$ cat src/rtl/ibm_pkg.sv
package ibm_pkg;

  typedef enum logic [1:0] {
    BK_IDLE   = 2'd0,
    BK_ACCESS = 2'd1,
    BK_READY  = 2'd2,
    BK_BURST  = 2'd3
  } bank_state_t;

  // Contents of the read-only core array; the caller truncates to its word width.
  function automatic int cell_pattern(input int bank, input int row, input int col,
                                      input int seed);
    return bank * 37 + row * 13 + col * 5 + row * col + seed;
  endfunction

endpackage

$ cat src/rtl/ibm_order.sv
module ibm_order #(
  parameter int unsigned DEPTH = 2,
  parameter int unsigned IDW   = 1,
  localparam int unsigned PW   = (DEPTH > 1) ? $clog2(DEPTH) : 1,
  localparam int unsigned CNTW = $clog2(DEPTH + 1)
) (
  input  logic           clk,
  input  logic           rst_n,
  input  logic           push_i,
  input  logic [IDW-1:0] id_i,
  input  logic           pop_i,
  output logic [IDW-1:0] head_o,
  output logic           hv_o
);

  logic [IDW-1:0]  slot_q [DEPTH];
  logic [PW-1:0]   rd_q, rd_d, wr_q, wr_d;
  logic [CNTW-1:0] cnt_q, cnt_d;

  function automatic logic [PW-1:0] wrap_inc(input logic [PW-1:0] p);
    return (p == PW'(DEPTH - 1)) ? '0 : p + 1'b1;
  endfunction

  assign head_o = slot_q[rd_q];
  assign hv_o   = (cnt_q != '0);

  always_comb begin
    rd_d  = pop_i  ? wrap_inc(rd_q) : rd_q;
    wr_d  = push_i ? wrap_inc(wr_q) : wr_q;
    cnt_d = cnt_q + CNTW'(push_i) - CNTW'(pop_i);
  end

  always_ff @(posedge clk or negedge rst_n) begin
    if (!rst_n) begin
      rd_q  <= '0;
      wr_q  <= '0;
      cnt_q <= '0;
      for (int i = 0; i < DEPTH; i++) slot_q[i] <= '0;
    end else begin
      rd_q  <= rd_d;
      wr_q  <= wr_d;
      cnt_q <= cnt_d;
      if (push_i) slot_q[wr_q] <= id_i;
    end
  end

  // the order queue never takes more entries than it holds
  assert_no_overflow_R7: assert property (@(posedge clk) disable iff (!rst_n)
    push_i |-> ((cnt_q < CNTW'(DEPTH)) || pop_i));

  // a burst only starts for a queued request
  assert_no_underflow_R7: assert property (@(posedge clk) disable iff (!rst_n)
    pop_i |-> hv_o);

endmodule

$ cat src/rtl/ibm_bank.sv
module ibm_bank
  import ibm_pkg::*;
#(
  parameter int unsigned DW      = 2,
  parameter int unsigned N       = 4,
  parameter int unsigned SEGS    = 2,
  parameter int unsigned ROWS    = 8,
  parameter int unsigned LAT     = 4,
  parameter int unsigned BANK_ID = 0,
  parameter int unsigned PSEED   = 5,
  localparam int unsigned COLS   = N * SEGS,
  localparam int unsigned RW     = $clog2(ROWS),
  localparam int unsigned CW     = $clog2(COLS),
  localparam int unsigned IW     = $clog2(N),
  localparam int unsigned SW     = $clog2(SEGS),
  localparam int unsigned LW     = $clog2(LAT + 1)
) (
  input  logic          clk,
  input  logic          rst_n,
  input  logic          accept_i,
  input  logic [RW-1:0] row_i,
  input  logic [CW-1:0] col_i,
  input  logic          go_i,
  output logic          free_o,
  output logic          rdy_o,
  output logic          burst_o,
  output logic          last_o,
  output logic [DW-1:0] data_o,
  output logic          useful_o
);

  bank_state_t     st_q, st_d;
  logic [LW-1:0]   cnt_q, cnt_d;
  logic [RW-1:0]   row_q;
  logic [SW-1:0]   seg_q;
  logic [IW-1:0]   want_q, beat_q, beat_d;
  logic [N*DW-1:0] buf_q, buf_d, seg_word;
  logic            fetch_done, cnt_en, buf_en, beat_en;

  assign fetch_done = (st_q == BK_ACCESS) && (cnt_q == '0);
  assign burst_o    = (st_q == BK_BURST);
  assign last_o     = burst_o && (beat_q == IW'(N - 1));
  assign free_o     = (st_q == BK_IDLE) || last_o;
  assign rdy_o      = fetch_done || (st_q == BK_READY);
  assign data_o     = buf_q[DW-1:0];
  assign useful_o   = burst_o && (beat_q == want_q);

  // Row segment read from the core array: word i sits at column seg*N + i.
  always_comb begin
    for (int i = 0; i < N; i++) begin
      seg_word[i*DW +: DW] = DW'(cell_pattern(int'(BANK_ID), int'(row_q),
                                              int'(seg_q) * int'(N) + i, int'(PSEED)));
    end
  end

  always_comb begin
    st_d = st_q;
    unique case (st_q)
      BK_IDLE:   if (accept_i) st_d = BK_ACCESS;
      BK_ACCESS: if (cnt_q == '0) st_d = go_i ? BK_BURST : BK_READY;
      BK_READY:  if (go_i) st_d = BK_BURST;
      BK_BURST:  if (last_o) st_d = accept_i ? BK_ACCESS : BK_IDLE;
      default:   st_d = BK_IDLE;
    endcase
  end

  always_comb begin
    cnt_en  = accept_i || ((st_q == BK_ACCESS) && (cnt_q != '0));
    cnt_d   = accept_i ? LW'(LAT - 1) : cnt_q - 1'b1;
    buf_en  = fetch_done || burst_o;
    buf_d   = fetch_done ? seg_word : (buf_q >> DW);
    beat_en = go_i || burst_o;
    beat_d  = go_i ? '0 : beat_q + 1'b1;
  end

  always_ff @(posedge clk or negedge rst_n) begin
    if (!rst_n) begin
      st_q   <= BK_IDLE;
      cnt_q  <= '0;
      row_q  <= '0;
      seg_q  <= '0;
      want_q <= '0;
      beat_q <= '0;
      buf_q  <= '0;
    end else begin
      st_q <= st_d;
      if (cnt_en)  cnt_q  <= cnt_d;
      if (buf_en)  buf_q  <= buf_d;
      if (beat_en) beat_q <= beat_d;
      if (accept_i) begin
        row_q  <= row_i;
        seg_q  <= col_i[IW +: SW];
        want_q <= col_i[IW-1:0];
      end
    end
  end

  // Checker-only age counter: cycles since the last accepted request, saturating.
  logic [LW-1:0] age_q;
  always_ff @(posedge clk or negedge rst_n) begin
    if (!rst_n)                   age_q <= '0;
    else if (accept_i)            age_q <= '0;
    else if (age_q != LW'(LAT))   age_q <= age_q + 1'b1;
  end

  // no beat leaves before the core access delay has elapsed
  assert_first_beat_delay_R3: assert property (@(posedge clk) disable iff (!rst_n)
    $rose(burst_o) |-> (age_q >= LW'(LAT)));

  // a burst that has not reached its last beat keeps going
  assert_burst_run_R4: assert property (@(posedge clk) disable iff (!rst_n)
    (burst_o && !last_o) |=> burst_o);

  // the last beat ends the burst
  assert_burst_end_R4: assert property (@(posedge clk) disable iff (!rst_n)
    last_o |=> !burst_o);

  // a request is only taken when the bank is free
  assert_accept_free_R6: assert property (@(posedge clk) disable iff (!rst_n)
    accept_i |-> free_o);

endmodule

$ cat src/rtl/ibm_interleaved_mem.sv
module ibm_interleaved_mem
  import ibm_pkg::*;
#(
  parameter int unsigned DW    = 2,
  parameter int unsigned N     = 4,
  parameter int unsigned SEGS  = 2,
  parameter int unsigned ROWS  = 8,
  parameter int unsigned LAT   = 4,
  parameter int unsigned NBANK = 2,
  parameter int unsigned PSEED = 5,
  localparam int unsigned COLS = N * SEGS,
  localparam int unsigned RW   = $clog2(ROWS),
  localparam int unsigned CW   = $clog2(COLS),
  localparam int unsigned BW   = $clog2(NBANK)
) (
  input  logic          clk,
  input  logic          rst_n,
  input  logic          req_valid,
  output logic          req_ready,
  input  logic [BW-1:0] req_bank,
  input  logic [RW-1:0] req_row,
  input  logic [CW-1:0] req_col,
  output logic          out_valid,
  output logic [DW-1:0] out_data,
  output logic          out_useful,
  output logic [BW-1:0] out_bank
);

  // Reset: asserted asynchronously, released on the clock.
  logic [1:0] rst_sync_q;
  logic       rst_i;
  always_ff @(posedge clk or negedge rst_n) begin
    if (!rst_n) rst_sync_q <= '0;
    else        rst_sync_q <= {rst_sync_q[0], 1'b1};
  end
  assign rst_i = rst_sync_q[1];

  logic [NBANK-1:0] acc, go, free, rdy, burst, last, useful;
  logic [DW-1:0]    data [NBANK];
  logic [BW-1:0]    head;
  logic             hv, push, port_free;

  assign req_ready = (int'(req_bank) < int'(NBANK)) && free[req_bank];
  assign push      = req_valid && req_ready;
  assign port_free = !(|burst) || (|last);

  for (genvar b = 0; b < NBANK; b++) begin : g_bank
    assign acc[b] = push && (req_bank == BW'(b));
    assign go[b]  = hv && (head == BW'(b)) && rdy[b] && port_free;

    ibm_bank #(
      .DW(DW), .N(N), .SEGS(SEGS), .ROWS(ROWS), .LAT(LAT),
      .BANK_ID(b), .PSEED(PSEED)
    ) u_bank (
      .clk      (clk),
      .rst_n    (rst_i),
      .accept_i (acc[b]),
      .row_i    (req_row),
      .col_i    (req_col),
      .go_i     (go[b]),
      .free_o   (free[b]),
      .rdy_o    (rdy[b]),
      .burst_o  (burst[b]),
      .last_o   (last[b]),
      .data_o   (data[b]),
      .useful_o (useful[b])
    );
  end

  ibm_order #(.DEPTH(NBANK), .IDW(BW)) u_order (
    .clk    (clk),
    .rst_n  (rst_i),
    .push_i (push),
    .id_i   (req_bank),
    .pop_i  (|go),
    .head_o (head),
    .hv_o   (hv)
  );

  always_comb begin
    out_valid  = |burst;
    out_data   = '0;
    out_useful = 1'b0;
    out_bank   = '0;
    for (int b = 0; b < NBANK; b++) begin
      if (burst[b]) begin
        out_data   = data[b];
        out_useful = useful[b];
        out_bank   = BW'(b);
      end
    end
  end

  // the port has at most one owner
  assert_single_owner_R7: assert property (@(posedge clk) disable iff (!rst_i)
    $onehot0(burst));

  // at most one bank is granted the port per cycle
  assert_single_grant_R7: assert property (@(posedge clk) disable iff (!rst_i)
    $onehot0(go));

endmodule

$ cat config.mk
export PLATFORM = sky130hd
export DESIGN_NAME = ibm_interleaved_mem
export DESIGN_NICKNAME = d
export VERILOG_FILES = /design/src/rtl/ibm_pkg.sv /design/src/rtl/ibm_order.sv /design/src/rtl/ibm_bank.sv /design/src/rtl/ibm_interleaved_mem.sv
export SDC_FILE = /design/constraint.sdc
export NUM_CORES = 1
export LEC_CHECK = 0
export BUFFER_PORTS_ARGS = -buffer_cell sky130_fd_sc_hd__buf_2
export CORE_MARGIN = 2
export CORE_UTILIZATION = 25
export DETAILED_ROUTE_END_ITERATION = 7
export GPL_ROUTABILITY_DRIVEN = 0
export MAX_ROUTING_LAYER = met4
export SYNTH_ARGS = -nofsm -noshare
export SYNTH_HDL_FRONTEND = slang
export SYNTH_SLANG_ARGS = --single-unit
export TNS_END_PERCENT = 20
$ cat constraint.sdc
create_clock -name clk -period 1.7 [get_ports clk]
set_input_delay 0.085 -clock clk [delete_from_list [all_inputs] [get_ports clk]]
set_output_delay 0.085 -clock clk [all_outputs]
set_load 0.005 [all_outputs]
==> impl_metrics.ini <==
[yosys]
syn_inst_count = 209
synth_edf_count = 0
ys.flop_type = sky130_fd_sc_hd__dfrtp_1
synthDominantCellAreaShare_pct = 48.14
postSynthNetCount = 235
syn_avg_cell_area_um2 = 10.94
synth.largest_area_cell = sky130_fd_sc_hd__dfrtp_1
ys_ff_latch = 44
yosys_warning_total = 0
syn_area_um2 = 2287
share_of_async_settable_or_async_resettable_flops_after_synthesis_pct = 100.0
synth_seq_area_share_pct = 48.14
main_area_contributors_after_synthesis = sky130_fd_sc_hd__dfrtp_1 48%, sky130_fd_sc_hd__ha_1 8.8%, sky130_fd_sc_hd__xnor2_1 4.2%
synth.lib_cells_used.distinct = 38

[power]
switching_share_pct = 37.98
power_report.internal_total_uw = 3990
irDropWorstVdd_v = 0.0005673
power.leakage_uw = 0.001469
power-per-cell-area_nw_per_um2 = 1990
pwr-share-seq_pct = 29.3
p_sw_uw = 2444
power_uw = 6434
power_frac_clock_pct = 9.8
comb_power_share_pct = 60.8

[finish]
final_cell_mix = 42 x sky130_fd_sc_hd__buf_4, 41 x sky130_fd_sc_hd__dfrtp_1, 16 x sky130_fd_sc_hd__nand2_1
total_area_of_multi_input_combinational_cells_um2 = 1331
finalNetCount = 305
final_util_pct = 36.71
seq_area_um2 = 1105
post_route_cells_drive_above_1_share_pct = 43.73
num_antenna_cells = 0
final-instance-count-excl-fill = 387
mostFrequentLayoutCell = sky130_fd_sc_hd__buf_4
n_fill_cell = 876
area_growth_pct = 41.36

[critical_path]
regToRegStartpoint = g_bank[1].u_bank.cnt_q[0]
critical_path.endpoint_type = register
timing.reg2reg.worst_path_depth = 11
critical-path-max-stage-delay_ns = 0.38
setup.worst_path.start_class = register
path_buf_inv = 2
critical_path_class = reg2reg
cp_data_arrival_time_ns = 2.26
cpLargestDelayFamily = adder cells
timing.critical_path.mode_cell = sky130_fd_sc_hd__ha_4
critical-path-slowest-cell = sky130_fd_sc_hd__dfrtp_1
worst-r2r-setup-slack_ns = -0.34
worst-endpoint-required_ns = 1.92
reg2reg_to = u_order.cnt_q[1]
crit_path_max_fanout = 2
cells_traversed_along_the_worst_timing_path = inv_1 -> ha_2 -> ha_4 -> a21o_1 -> nor2_2 -> a2111oi_4 -> ha_1 -> inv_2 -> ha_4 -> xnor2_2 -> xnor2_1

[drt]
route.detailed.wl_per_inst_um = 12.76
wirelength_met1_um = 2366
vias_per_cell = 4.426
first_pass_iters = 4
routed_wire_length_um = 4940
ant_nets = 0
routed.top_layer = met4
dr_wl_met2_um = 2379
post-route-drc-count = 0
wl_met3_um = 120
vias = 1713
dr.first_iter.drc_count = 34

[placed_design]
place.port_buffers = 13
place.detailed.hpwl_um = 3516
number_of_placed_instances_with_taps_included = 370

[clocking]
clock_path_buffers = 2
htreeDepth = 2
tritoncts = built
cts.clk_slew.worst_paths_ns = 0.08
cts_buffers = 5
cts.root.buffer_cell = sky130_fd_sc_hd__clkbuf_8
cts_num_sinks = 44
insertion_delay_ns = 0.30

[sta]
finalSetupViolations = 10
finalHoldViolations = 0
postLayoutSetupSlackWorst_ns = -0.3395
fin_tns_setup_ns = -1.215
clock_skew_ns = 0.01117
worst_slew_margin_rel_pct = 54.64
rsz0062_at_grt = true
min_period_ns = 2.039
fmax_mhz = 490.3
final_max_slew_viol_count = 0
final_min_period_over_clock_period_pct = 120.0
max_slew.worst_pin.slew_ns = 0.6804

[grt]
global_route.usage.total_pct = 11.12
first_pass_grt_wire_length_um = 8473
antenna_found_initial = 0
pin_count_of_the_biggest_net_entering_global_routing = 30
globalRouteOverflowTotal = 0
grt_pass1_vias = 1846

[hold_path]
hold-path-cell-count = 2
hold_start = req_col[1]
endpoint_of_the_worst_hold_path = g_bank[0].u_bank.want_q[1]
hp-class = in2reg

[status]
result_of_the_run = finished with violations
violations = negative setup slack

[die]
floorplan.die.height_um = 99.65
core.rowCount = 34
coreArea_um2 = 8806
initial_core_util_pct = 25.97
fp.dieArea_um2 = 9930
die_width_um = 99.65
pin_count = 16

[flow_run]
timing.max_cap.violations = 0
-- per-layer routing --
layer | vias to the layer above | track usage [%]
met2 | 15 | 18.56
met3 | 7 | 2.389
met5 | - | -
li1 | 859 | -
met1 | 832 | 13.21
met4 | 0 | 4.110
-- cell usage after synthesis (2+ instances only) --
library cell and instances:
sky130_fd_sc_hd__xor2_1 3, sky130_fd_sc_hd__mux2i_1 9, sky130_fd_sc_hd__nand3_1 3, sky130_fd_sc_hd__buf_2 3, sky130_fd_sc_hd__dfrtp_1 44, sky130_fd_sc_hd__a21oi_1 16
sky130_fd_sc_hd__and3_1 2, sky130_fd_sc_hd__mux2_2 5, sky130_fd_sc_hd__o21ai_0 9, sky130_fd_sc_hd__nand2_1 17, sky130_fd_sc_hd__inv_1 19, sky130_fd_sc_hd__ha_1 16
sky130_fd_sc_hd__mux2_1 6, sky130_fd_sc_hd__nor2_1 15, sky130_fd_sc_hd__nand2b_1 3, sky130_fd_sc_hd__a211oi_1 3, sky130_fd_sc_hd__a21o_1 2, sky130_fd_sc_hd__a22o_1 3
sky130_fd_sc_hd__xnor2_1 11, sky130_fd_sc_hd__a211oi_2 2
-- kinds of logic after synthesis --
logic type | synth area share, %
DFF | 48.14
AOI/OAI and AO/OA | 14.77
and+or+nand+nor | 8.698
xor gates and xnor gates | 5.361
other | 0.1640
buffers and inverters | 3.774
adders and majority gates | 8.753
muxes | 10.34
-- power by group through the flow --
stage                     registers (µW)  logic [µW]  clock network, µW
final                               1890        3910                634
after global routing                1950        4360                708
after CTS                           1880        3490                663
after detailed placement            1860        3150                  0
after global placement              1850        3080                  0
after floorplan                     1820        1980                  0
-- area by class of cell --
class | count | share of cell area [%]
repair buffers | 66 | 15.75
well taps | 108 | 4.180
multi-input cells | 143 | 41.18
clock inverters | 2 | 0.3870
inverters | 19 | 2.206
clock buffers | 5 | 2.128
flip-flops and latches | 44 | 34.17
-- registers in the layout, summed over array words and instances (netlist names) --
| name | flops |
|---|---|
| u_order.rd_q | 1 |
| g_bank.u_bank.want_q | 4 |
| u_order.slot_q | 2 |
| g_bank.u_bank.st_q | 4 |
| g_bank.u_bank.beat_q | 4 |
| u_order.wr_q | 1 |
| g_bank.u_bank.row_q | 4 |
| g_bank.u_bank.cnt_q | 6 |
| g_bank.u_bank.buf_q | 14 |
| rst_sync_q | 2 |
| u_order.cnt_q | 2 |
-- worst max-delay path by stage --
| stage | from | endpoint | slack [ns] | cells past startpoint |
|---|---|---|---|---|
| 2_1_floorplan | g_bank[1].u_bank.st_q[0] | u_order.cnt_q[1] | -0.33 | 10 |
| 3_3_place_gp | g_bank[0].u_bank.cnt_q[0] | u_order.cnt_q[1] | -0.33 | 11 |
| 3_5_place_dp | g_bank[0].u_bank.cnt_q[0] | u_order.cnt_q[1] | -0.40 | 11 |
| 4_1_cts | g_bank[1].u_bank.cnt_q[0] | u_order.cnt_q[1] | -0.31 | 11 |
| 5_1_grt | g_bank[1].u_bank.cnt_q[1] | u_order.cnt_q[1] | -0.47 | 11 |
| 6_report | g_bank[1].u_bank.cnt_q[0] | u_order.cnt_q[1] | -0.34 | 11 |
-- metrics by stage --
stage / hold WS [ns] / worst slack, ns / cell area, µm²
after floorplan: -0.2106 / -0.3332 / 2308
after global placement: -0.1287 / -0.3282 / 2811
after detailed placement: -0.1268 / -0.4013 / 2811
after CTS: 0.005373 / -0.3058 / 3078
after global routing: 0.03103 / -0.4735 / 3233
final: 0.01185 / -0.3395 / 3233
-- repair_timing --
action / 4_1_cts / 5_1_grt
hold buffers: 3 / 0
endpoints found under the hold margin: 5 / 0
buffers inserted: 6 / 2
setup endpoints to repair: 19 / 26
resized for setup: 27 / 33
pin swaps: 12 / 13
(Power assumes the default switching activity.)
